[config.mk]
export PLATFORM = sky130hd
export DESIGN_NAME = hc_cmd_core
export DESIGN_NICKNAME = d
export VERILOG_FILES = /design/src/rtl/hc_cmd_pkg.sv /design/src/rtl/hc_reset_seq.sv /design/src/rtl/hc_run_ctrl.sv /design/src/rtl/hc_frame_ctr.sv /design/src/rtl/hc_cmd_core.sv
export SDC_FILE = /design/constraint.sdc
export NUM_CORES = 1
export LEC_CHECK = 0
export BUFFER_PORTS_ARGS = -buffer_cell sky130_fd_sc_hd__buf_2
export CAP_MARGIN = 15
export CELL_PAD_IN_SITES_DETAIL_PLACEMENT = 0
export CELL_PAD_IN_SITES_GLOBAL_PLACEMENT = 1
export CORE_MARGIN = 1.5
export CORE_UTILIZATION = 35
export CTS_CLUSTER_DIAMETER = 80
export DETAILED_ROUTE_END_ITERATION = 16
export GPL_ROUTABILITY_DRIVEN = 1
export PLACE_DENSITY = 0.82
export SYNTH_ARGS = -nofsm -noshare
export SYNTH_HDL_FRONTEND = slang
export SYNTH_SLANG_ARGS = --single-unit
[constraint.sdc]
create_clock -name clk -period 2.5 [get_ports clk]
set_clock_uncertainty 0.05 [all_clocks]
set_input_delay 0.125 -clock clk [delete_from_list [all_inputs] [get_ports clk]]
set_output_delay 0.125 -clock clk [all_outputs]
set_load 0.02 [all_outputs]
[src/rtl/hc_cmd_pkg.sv]
package hc_cmd_pkg;
  localparam int FI_W = 14;
  localparam int LI_W = 10;

  typedef enum logic [1:0] {
    FLS_1024 = 2'b00,
    FLS_512  = 2'b01,
    FLS_256  = 2'b10,
    FLS_RSVD = 2'b11
  } fls_e;

  // A size code may be stored only if it is not the reserved one.
  function automatic logic fls_storable(input logic [1:0] code);
    return code != FLS_RSVD;
  endfunction

  // Pick the frame-list index bits out of the microframe index.
  function automatic logic [LI_W-1:0] list_idx(input logic [FI_W-1:0] fi,
                                               input logic [1:0] code);
    logic [LI_W-1:0] r;
    case (code)
      FLS_512: r = {1'b0, fi[11:3]};
      FLS_256: r = {2'b00, fi[10:3]};
      default: r = fi[12:3];
    endcase
    return r;
  endfunction
endpackage

[src/rtl/hc_reset_seq.sv]
module hc_reset_seq #(
  parameter int CYCLES = 8
) (
  input  logic clk,
  input  logic rst_n,
  input  logic req,
  output logic start_o,
  output logic busy_o
);
  localparam int CW = (CYCLES > 1) ? $clog2(CYCLES) : 1;
  localparam logic [CW-1:0] LAST = CW'(CYCLES - 1);

  logic [CW-1:0] cnt;

  assign start_o = req && !busy_o;

  always_ff @(posedge clk or negedge rst_n) begin
    if (!rst_n) begin
      busy_o <= 1'b0;
      cnt    <= '0;
    end else if (start_o) begin
      busy_o <= 1'b1;
      cnt    <= LAST;
    end else if (busy_o) begin
      if (cnt == '0) busy_o <= 1'b0;
      else           cnt    <= cnt - 1'b1;
    end
  end
endmodule

[src/rtl/hc_run_ctrl.sv]
module hc_run_ctrl #(
  parameter int HALT_TICKS = 16
) (
  input  logic clk,
  input  logic rst_n,
  input  logic clr,
  input  logic set_req,
  input  logic stop_req,
  input  logic mem_err,
  input  logic tick,
  input  logic pipe_idle,
  output logic run_o,
  output logic halted_o,
  output logic timeout_o
);
  localparam int TW = $clog2(HALT_TICKS + 1);
  localparam logic [TW-1:0] TLAST = TW'(HALT_TICKS - 1);

  logic [TW-1:0] tcnt;
  logic          halting;
  logic          tick_limit;

  assign halting    = !run_o && !halted_o;
  assign tick_limit = tick && (tcnt == TLAST);

  always_ff @(posedge clk or negedge rst_n) begin
    if (!rst_n) begin
      run_o     <= 1'b0;
      halted_o  <= 1'b1;
      timeout_o <= 1'b0;
      tcnt      <= '0;
    end else if (clr) begin
      run_o     <= 1'b0;
      halted_o  <= 1'b1;
      timeout_o <= 1'b0;
      tcnt      <= '0;
    end else if (run_o) begin
      if (mem_err || stop_req) begin
        run_o <= 1'b0;
        tcnt  <= '0;
      end
    end else if (halting) begin
      if (pipe_idle) begin
        halted_o <= 1'b1;
      end else if (tick_limit) begin
        halted_o  <= 1'b1;
        timeout_o <= 1'b1;
      end else if (tick) begin
        tcnt <= tcnt + 1'b1;
      end
    end else if (set_req && !mem_err) begin
      run_o    <= 1'b1;
      halted_o <= 1'b0;
    end
  end
endmodule

[src/rtl/hc_frame_ctr.sv]
module hc_frame_ctr
  import hc_cmd_pkg::*;
(
  input  logic            clk,
  input  logic            rst_n,
  input  logic            clr,
  input  logic            adv,
  input  logic [1:0]      fls,
  output logic [FI_W-1:0] fi_o,
  output logic [LI_W-1:0] li_o
);
  always_ff @(posedge clk or negedge rst_n) begin
    if (!rst_n)   fi_o <= '0;
    else if (clr) fi_o <= '0;
    else if (adv) fi_o <= fi_o + 1'b1;
  end

  assign li_o = list_idx(fi_o, fls);
endmodule

[src/rtl/hc_cmd_core.sv]
module hc_cmd_core
  import hc_cmd_pkg::*;
#(
  parameter int RST_CYCLES = 8,
  parameter int HALT_TICKS = 16
) (
  input  logic            clk,
  input  logic            rst_n,
  input  logic            cmd_wr,
  input  logic            cmd_run,
  input  logic            cmd_reset,
  input  logic            cmd_psched,
  input  logic [1:0]      cmd_fls,
  input  logic            cap_prog_fls,
  input  logic            uframe_tick,
  input  logic            pipe_idle,
  input  logic            mem_rd_err,
  output logic            run_o,
  output logic            halted_o,
  output logic            reset_busy_o,
  output logic            xfer_abort_o,
  output logic            psched_en_o,
  output logic [1:0]      fls_o,
  output logic [FI_W-1:0] frame_index_o,
  output logic [LI_W-1:0] list_index_o,
  output logic            host_err_o,
  output logic            halt_timeout_o,
  output logic            psched_go_o
);
  // Named internal events
  logic rst_start;
  logic clr;
  logic sw_wr;
  logic running;
  logic frame_adv;

  hc_reset_seq #(.CYCLES(RST_CYCLES)) u_rst (
    .clk     (clk),
    .rst_n   (rst_n),
    .req     (cmd_wr && cmd_reset),
    .start_o (rst_start),
    .busy_o  (reset_busy_o)
  );

  assign clr          = rst_start || reset_busy_o;
  assign xfer_abort_o = clr;
  assign sw_wr        = cmd_wr && !clr;

  hc_run_ctrl #(.HALT_TICKS(HALT_TICKS)) u_run (
    .clk       (clk),
    .rst_n     (rst_n),
    .clr       (clr),
    .set_req   (sw_wr && cmd_run),
    .stop_req  (sw_wr && !cmd_run),
    .mem_err   (mem_rd_err),
    .tick      (uframe_tick),
    .pipe_idle (pipe_idle),
    .run_o     (run_o),
    .halted_o  (halted_o),
    .timeout_o (halt_timeout_o)
  );

  assign running   = run_o && !halted_o;
  assign frame_adv = running && uframe_tick;

  hc_frame_ctr u_frm (
    .clk   (clk),
    .rst_n (rst_n),
    .clr   (clr),
    .adv   (frame_adv),
    .fls   (fls_o),
    .fi_o  (frame_index_o),
    .li_o  (list_index_o)
  );

  always_ff @(posedge clk or negedge rst_n) begin
    if (!rst_n) begin
      psched_en_o <= 1'b0;
      fls_o       <= FLS_1024;
      host_err_o  <= 1'b0;
    end else if (clr) begin
      psched_en_o <= 1'b0;
      fls_o       <= FLS_1024;
      host_err_o  <= 1'b0;
    end else begin
      if (sw_wr) psched_en_o <= cmd_psched;
      if (sw_wr && cap_prog_fls && fls_storable(cmd_fls)) fls_o <= cmd_fls;
      if (mem_rd_err) host_err_o <= 1'b1;
    end
  end

  assign psched_go_o = psched_en_o && running;
endmodule

==> run summary, run 1 <==
Clk root buf: clkbuf_8
GR Util met3: 0.0328
Final HPWL DP: 2.42 mm
Sequential area share after synthesis: 0.466
Slowest-stage cell, CP: dfrtp_1
Mapped Nets: 183
Synthesized instance count: 165
Clock transition at path regs: 0.06 ns
FF+latch count, synth: 30
Clk Latency, worst-skew pair: 0.27 ns
Critical R2R Launch: u_run.tcnt[0]
I/O Pins: 46
Worst Hold End: u_run.run_o
DR iter-0 viols: 53
RSZ-0062 raised after global routing: false
Number of global-route vias before repair: 1251
DR vias: 1282
Min cycle time layout: 1.87 ns
Worst R2R Path Depth: 6
Stages on the worst setup path: 6
Main synth FF type: dfrtp_1
Status: completed
GRT Residual Overflow: 0
CP peak stage delay: 0.40 ns
CP Buf/Inv Count: 0
Netlist cell types: 44
Synth cell count leaders: 29 x dfrtp_1, 23 x nor2_1, 11 x a21oi_1, 10 x buf_4
Crit path max-delay family: simple AND/OR/NAND/NOR gates
Synth area leaders: dfrtp_1 45%, nor2_1 5.3%, buf_4 4.6%
Share of layout cells above drive strength 1: 0.298
Die ar.: 5030 um2
Worst-margin pin slew: 0.708 ns
Die Height: 70.9 um
GRT Util Overall: 0.137
CP Class: register to register
Initial antenna violation count: 0
WL final: 3.31 mm
Yosys top cell area share: 0.449
Rows: 24
Syn avg cell area: 9.79 um2
Vias per std cell: 4.99
CP cell instances: ha_1 > and3_1 > ha_1 > nand2b_1 > nand3_1 > mux2_2
Starting Density: 0.368
Core footprint: 4380 um2
Max_cap viols: 0
Worst hold-check path type: input pin to register
Port buffer count: 45
Final Hold Viols: 0
CP Capture Type: register
Largest net degree at the start of global routing: 31
Post-synth EDFFs: 0
Routability cong.: 0.764
Crit path max fanout: 4
Met1 Track Usage GR: 0.183
Htree depth: 2
Most frequent cell after synthesis: dfrtp_1
Area Growth Syn to Fin: 18.4%
FF-to-FF setup slack: 0.63 ns
Mean routed wirelength per cell: 12.9 um
Worst hold path depth: 2
Relative slew slack: 0.528
CTS tree: done
Hold path start: mem_rd_err
Cts repair resizes: 0
YS warnings: 0
Global-route wire length before repair: 5.57 mm
Leak: 0.971 nW
Layout fillers: 436
M2 GR Usage: 0.218
Tcrit/Tclk final: 0.747
Startpoint type of the worst setup path: register
CTS Sinks: 30
Final ANT Viol Nets: 0
P per Cell Area: 646 nW/um2
Total negative setup slack: 0 ns
Synth Cell Area: 1620 um2
Worst r2r dst: u_run.tcnt[0]
Final-report setup violation count: 0
DRC viols: 0
Count of pins over their slew limit: 0
Crit path DAT: 1.97 ns
# diodes: 0
Layout Nets: 222
Final Util: 0.436
Clock buffer depth: 2
Worst VDD drop: 0.258 mV
Worst path required time: 2.60 ns
DR pass1 iterations: 4
Cell taking the most area after synthesis: dfrtp_1
Ys async rst share: 1.00
CTS buffer count: 5
Busiest layer in global routing: met2
Fmax: 0.536 GHz
Most frequent CP cell: ha_1
Die W: 70.9 um
[per-stage QoR]
| step | instance area (um2) | power, mW | cells | hold slack, ns | setup WS (ns) |
|---|---|---|---|---|---|
| final | 1910 | 1.24 | 257 | 0.0205 | 0.633 |
| after global routing | 1910 | 1.32 | 257 | 0.0442 | 0.521 |
| after CTS | 1910 | 1.26 | 257 | 0.0183 | 0.625 |
| after detailed placement | 1810 | 0.863 | 248 | 0.157 | 0.638 |
| after global placement | 1810 | 0.860 | 248 | 0.158 | 0.674 |
| after floorplan | 1620 | 0.782 | 165 | -0.221 | 0.742 |
[placed cells by master, fill, tap and decap left out, types with 2 or more instances in the layout]
master    netlist  routed
or3_1           2       2
dfrtp_1        29      29
nor3_1          5       5
nand4_1         3       3
nand2b_1        2       2
nand4b_1        2       2
xor2_1          6       6
nand2_1         7       7
nand3b_1        2       2
a31oi_1         3       3
and3_1          4       4
ha_1            6       6
clkbuf_8        0       6
inv_1           7       7
xnor2_1         4       4
buf_2           3      45
mux2_2          3       3
a21oi_1        11      11
nor2_1         23      23
o21ai_0         3       3
a41o_1          2       2
nand3_1         6       6
[state kept, by name (all words and copies together) (netlist names), 2 cells and up]
register	count
fls_o	2
u_rst.cnt	3
u_run.tcnt	5
u_frm.fi_o	14
[where the power goes]
part	switching, mW	leakage, nW	total [mW]	internal (mW)
Clock	0.163	0.0482	0.385	0.222
Sequential	0.0459	0.403	0.585	0.539
Combinational	0.168	0.520	0.267	0.0987
Total	0.377	0.971	1.24	0.859
[how the worst max path moves through the flow]
stage | startpoint | endpoint | slack (ns)
after detailed placement | u_run.tcnt[0] | u_run.tcnt[0] | 0.64
after global routing | u_rst.busy_o | xfer_abort_o | 0.52
after CTS | u_run.tcnt[0] | u_run.tcnt[0] | 0.62
after global placement | u_run.tcnt[0] | u_run.tcnt[1] | 0.67
final | u_run.tcnt[0] | u_run.tcnt[0] | 0.63
after floorplan | u_run.tcnt[0] | u_run.tcnt[0] | 0.74
[cell families (layout without fill, tap and decap cells)]
kind of cell | Yosys count | in the layout | synth area share
compound gates | 26 | 26 | 0.101
xor+xnor | 10 | 10 | 0.0542
fa+ha+maj | 6 | 6 | 0.0465
buf+inv | 21 | 61 | 0.0744
flops | 30 | 30 | 0.466
mux | 4 | 4 | 0.0271
simple gates | 68 | 68 | 0.231
[metal layers]
layer  vias up  share of wire
met5         -              0
met4         0         0.0082
met3         2          0.037
li1        652              -
met2        28           0.46
met1       600           0.49
[cell type report]
class	instances	area, um2	area share
Clock buffer	7	86.3	0.0451
Sequential cell	30	752	0.393
Multi-Input combinational cell	114	743	0.388
Clock inverter	1	5.00	0.00262
Inverter	7	26.3	0.0137
Timing Repair Buffer	46	235	0.123
Tap cell	52	65.1	0.0340
[worst register-to-register path, cell delays in order (launching register included)]
cell      delay (ns)
dfrtp_1         0.40
ha_1            0.21
and3_1          0.18
ha_1            0.21
nand2b_1        0.18
nand3_1         0.17
mux2_2          0.35
[what timing repair did]
action / 4_1_cts / 5_1_grt
buffers inserted: 0 / 0
hold buffers: 1 / 0
endpoints found under the hold margin: 29 / 0
(Power assumes the default switching activity.)
==> run 2, diff against run 1 <==
==> constraint.sdc (replaced) <==
create_clock -name clk -period 1.83 [get_ports clk]
set_clock_uncertainty 0.05 [all_clocks]
set_input_delay 0.0915 -clock clk [delete_from_list [all_inputs] [get_ports clk]]
set_output_delay 0.0915 -clock clk [all_outputs]
set_load 0.02 [all_outputs]
==> run summary, run 2 (same netlist as run 1, synthesis figures left out) <==
Status: completed
Crit path max-delay family: simple AND/OR/NAND/NOR gates
Core footprint: 4380 um2
Leak: 1.06 nW
Worst VDD drop: 0.390 mV
Leading registers by flop count: u_frm.fi_o: 14 flops, u_run.tcnt: 5 flops, u_rst.cnt: 3 flops
Final Hold Viols: 0
Area Growth Syn to Fin: 28.1%
Share of layout cells above drive strength 1: 0.355
Routability cong.: 0.771
P per Cell Area: 930 nW/um2
DP Area: 1900 um2
Count of pins over their slew limit: 0
Area occupied by multi-input gates: 756 um2
Worst path required time: 2.00 ns
CP Capture Type: register
Rows: 24
Die ar.: 5030 um2
Largest net degree at the start of global routing: 31
Total negative setup slack: 0 ns
Crit path max fanout: 3
Htree depth: 2
Max_cap viols: 0
Startpoint type of the worst setup path: register
Clk Latency, worst-skew pair: 0.29 ns
Crit path DAT: 1.90 ns
CP Buf/Inv Count: 0
Clk root buf: clkbuf_8
Layout Nets: 237
Clock buffer depth: 2
Final-report setup violation count: 0
Final HPWL DP: 2.64 mm
Global-route wire length before repair: 6.03 mm
Worst hold-check path type: input pin to register
CP peak stage delay: 0.39 ns
GRT Residual Overflow: 0
Max reg flops: 14
Design area: 2070 um2
Most frequent CP cell: ha_1
Mean routed wirelength per cell: 13.3 um
Initial antenna violation count: 0
Port buffer count: 45
Tcrit/Tclk final: 0.948
Number of global-route vias before repair: 1280
CTS tree: done
Vias per std cell: 4.96
Slowest-stage cell, CP: dfrtp_1
Die W: 70.9 um
# diodes: 0
Worst-margin pin slew: 0.684 ns
DRC viols: 0
Relative slew slack: 0.544
CTS Sinks: 30
GRT Util Overall: 0.152
WL final: 3.62 mm
DR iter-0 viols: 39
DR pass1 iterations: 4
I/O Pins: 46
Layout fillers: 439
Most frequent cells in the layout: 45 x buf_2, 29 x dfrtp_1, 23 x nor2_1, 14 x buf_4, 11 x a21oi_1
CP Class: register to register
Final ANT Viol Nets: 0
CP cell instances: ha_1 > and3_1 > ha_1 > nand2b_4 > or3_1 > a21oi_1
Top reg by flops: u_frm.fi_o
Register Area: 752 um2
Clock transition at path regs: 0.07 ns
CTS buffer count: 5
Most common cell after layout, fill and taps aside: buf_2
Die Height: 70.9 um
DR vias: 1350
FF-to-FF setup slack: 0.09 ns
Min cycle time layout: 1.74 ns
Fmax: 0.576 GHz
RSZ-0062 raised after global routing: false
Starting Density: 0.368
run 2: per-layer routing:
metal,share of wire,wire (um),track usage
met1,0.47,1700,0.200
met2,0.47,1700,0.236
met3,0.043,154,0.0499
met4,0.016,58,0.0566
met5,0,0,0
run 2: path summary, 6_finish.rpt:
| path | to | cells past startpoint | from |
|---|---|---|---|
| setup reg to reg | u_run.tcnt[3] | 6 | u_run.tcnt[1] |
| max in group asynchronous | fls_o[0] | 2 | rst_n |
| min in group asynchronous | u_frm.fi_o[6] | 2 | rst_n |
| setup / recovery | u_run.tcnt[3] | 6 | u_run.tcnt[1] |
| hold reg to reg | u_rst.cnt[0] | 1 | u_rst.cnt[0] |
| hold / removal | psched_en_o | 3 | cmd_psched |
run 2: report_power, final:
group	internal, mW	leakage, nW	switching, mW
sequential	0.736	0.403	0.0564
combinational	0.185	0.595	0.254
clock	0.443	0.0585	0.251
run 2: what timing repair did:
| item | 4_1_cts | 5_1_grt |
|---|---|---|
| hold buffers | 2 | 0 |
| setup endpoints to repair | 0 | 5 |
| resized for setup | 0 | 3 |
| buffers inserted | 0 | 2 |
| hold endpoints to repair | 30 | 0 |
run 2: worst reg2reg max path: stages, from the launching register on:
cell,delay [ns]
dfrtp_1,0.39
ha_1,0.20
and3_1,0.18
ha_1,0.19
nand2b_4,0.15
or3_1,0.35
a21oi_1,0.15
run 2: final cells by class:
type	instances	area share
Clock buffer	7	0.0417
Clock inverter	1	0.0145
Inverter	7	0.0145
Multi-Input combinational cell	114	0.365
Sequential cell	30	0.363
Tap cell	52	0.0314
Timing Repair Buffer	61	0.169
run 2: through the flow:
step | util | setup WS (ns) | hold slack (ns) | power [mW] | instances
3_5_place_dp | 0.434 | 0.0182 | 0.133 | 1.22 | 260
2_1_floorplan | - | 0.0715 | -0.254 | 1.07 | 165
3_3_place_gp | 0.434 | 0.0601 | 0.120 | 1.21 | 260
6_report | 0.472 | 0.0943 | 0.0115 | 1.93 | 272
4_1_cts | 0.465 | 0.00426 | 0.00807 | 1.93 | 270
5_1_grt | 0.472 | 0.0290 | 0.0398 | 2.05 | 272
==> run 3, diff against run 2 <==
--- a/config.mk
+++ b/config.mk
@@ -11,6 +11,7 @@
 export CELL_PAD_IN_SITES_GLOBAL_PLACEMENT = 1
 export CORE_MARGIN = 1.5
 export CORE_UTILIZATION = 35
+export CTS_BUF_LIST = sky130_fd_sc_hd__clkbuf_8
 export CTS_CLUSTER_DIAMETER = 80
 export DETAILED_ROUTE_END_ITERATION = 16
 export GPL_ROUTABILITY_DRIVEN = 1
==> run summary, run 3 (same netlist as run 1, synthesis figures left out) <==
Status: completed
Post-route setup slack: 0.0943 ns
Fin cells: 272
Design area: 2070 um2
CTS buffer count: 5
Relative slew slack: 0.544
CP cell instances: ha_1 > and3_1 > ha_1 > nand2b_4 > or3_1 > a21oi_1
Total negative setup slack: 0 ns
CTS tree: done
Initial antenna violation count: 0
Die Height: 70.9 um
Worst-margin pin slew: 0.684 ns
Leak: 1.06 nW
CP peak stage delay: 0.39 ns
Max_cap viols: 0
Final Util: 0.472
Layout Nets: 237
GRT Residual Overflow: 0
GRT Util Overall: 0.152
Final HPWL DP: 2.64 mm
# diodes: 0
Global-route wire length before repair: 6.03 mm
DR iter-0 viols: 38
Register Area: 752 um2
Clock buffer depth: 2
DR vias: 1350
Clock transition at path regs: 0.07 ns
P per Cell Area: 928 nW/um2
Rows: 24
Share of layout cells above drive strength 1: 0.355
Die W: 70.9 um
Max reg flops: 14
Area occupied by multi-input gates: 756 um2
Crit path max fanout: 3
Layout fillers: 439
Leading registers by flop count: u_frm.fi_o: 14 flops, u_run.tcnt: 5 flops, u_rst.cnt: 3 flops
Clk root buf: clkbuf_8
RSZ-0062 raised after global routing: false
I/O Pins: 46
Top reg by flops: u_frm.fi_o
Dpl ws: 0.0182 ns
CTS Sinks: 30
Final Hold Viols: 0
DRC viols: 0
Worst hold-check path type: input pin to register
WL final: 3.62 mm
Slowest-stage cell, CP: dfrtp_1
Most frequent cells in the layout: 45 x buf_2, 29 x dfrtp_1, 23 x nor2_1, 14 x buf_4, 11 x a21oi_1
Final-report setup violation count: 0
Tcrit/Tclk final: 0.948
Port buffer count: 45
Startpoint type of the worst setup path: register
Area Growth Syn to Fin: 28.1%
Htree depth: 2
Fmax: 0.576 GHz
Largest net degree at the start of global routing: 31
Total power: 1.92 mW
Clk Latency, worst-skew pair: 0.29 ns
Vias per std cell: 4.96
CP Capture Type: register
Count of pins over their slew limit: 0
Starting Density: 0.368
Mean routed wirelength per cell: 13.3 um
Final ANT Viol Nets: 0
Routability cong.: 0.771
Crit path max-delay family: simple AND/OR/NAND/NOR gates
Number of global-route vias before repair: 1280
Die ar.: 5030 um2
Worst VDD drop: 0.390 mV
Worst Hold Slack: 0.0115 ns
DP Area: 1900 um2
Placed Instances: 260
Most frequent CP cell: ha_1
CP Class: register to register
Most common cell after layout, fill and taps aside: buf_2
DR pass1 iterations: 4
Worst path required time: 2.00 ns
Min cycle time layout: 1.74 ns
Crit path DAT: 1.90 ns
CP Buf/Inv Count: 0
Core footprint: 4380 um2
-- run 3: cell types whose count changed in the layout (fill, tap and decap cells not counted), sizes merged --
| cell | before | now |
|---|---|---|
| clkbuf | 7 | 6 |
| inv | 6 | 7 |
-- run 3: final cells by class --
cell class,instances,share of cell area
Clock buffer,6,0.0399
Multi-Input combinational cell,114,0.365
Sequential cell,30,0.363
Timing Repair Buffer,61,0.169
Clock inverter,2,0.0163
Inverter,7,0.0145
Tap cell,52,0.0314
-- run 3: tightest hold or removal path: cells and delay by family --
kind                   cells  cell delay, ns
AO/OA/AOI/OAI              1            0.06
buffers and inverters      1            0.09
AND/OR/NAND/NOR            1            0.07
-- run 3: repair_timing --
action	in CTS	in global routing
endpoints found under the hold margin	30	0
resized for setup	0	3
hold buffers	2	0
buffers inserted	0	2
setup endpoints to repair	0	5
-- run 3: path summary, 6_finish.rpt --
kind                                 end  slack, ns  cells past startpoint           from
min in group asynchronous  u_frm.fi_o[6]       0.33                      2          rst_n
setup / recovery           u_run.tcnt[3]       0.09                      6  u_run.tcnt[1]
setup reg to reg           u_run.tcnt[3]       0.09                      6  u_run.tcnt[1]
hold reg to reg             u_rst.cnt[0]       0.42                      1   u_rst.cnt[0]
max in group asynchronous       fls_o[0]       0.95                      2          rst_n
hold / removal               psched_en_o       0.01                      3     cmd_psched
-- run 3: report_power, final --
| group | total [mW] | leakage (nW) | internal [mW] | switching, mW |
|---|---|---|---|---|
| logic | 0.439 | 0.595 | 0.185 | 0.254 |
| clock network | 0.689 | 0.0626 | 0.438 | 0.251 |
| registers | 0.792 | 0.403 | 0.736 | 0.0564 |
-- run 3: layer usage --
| metal | routed length, um | up-vias | GRT usage |
|---|---|---|---|
| li1 | - | 676 | - |
| met2 | 1700 | 28 | 0.236 |
| met1 | 1700 | 641 | 0.200 |
| met3 | 154 | 5 | 0.0499 |
| met4 | 58 | 0 | 0.0566 |
| met5 | 0 | - | 0 |
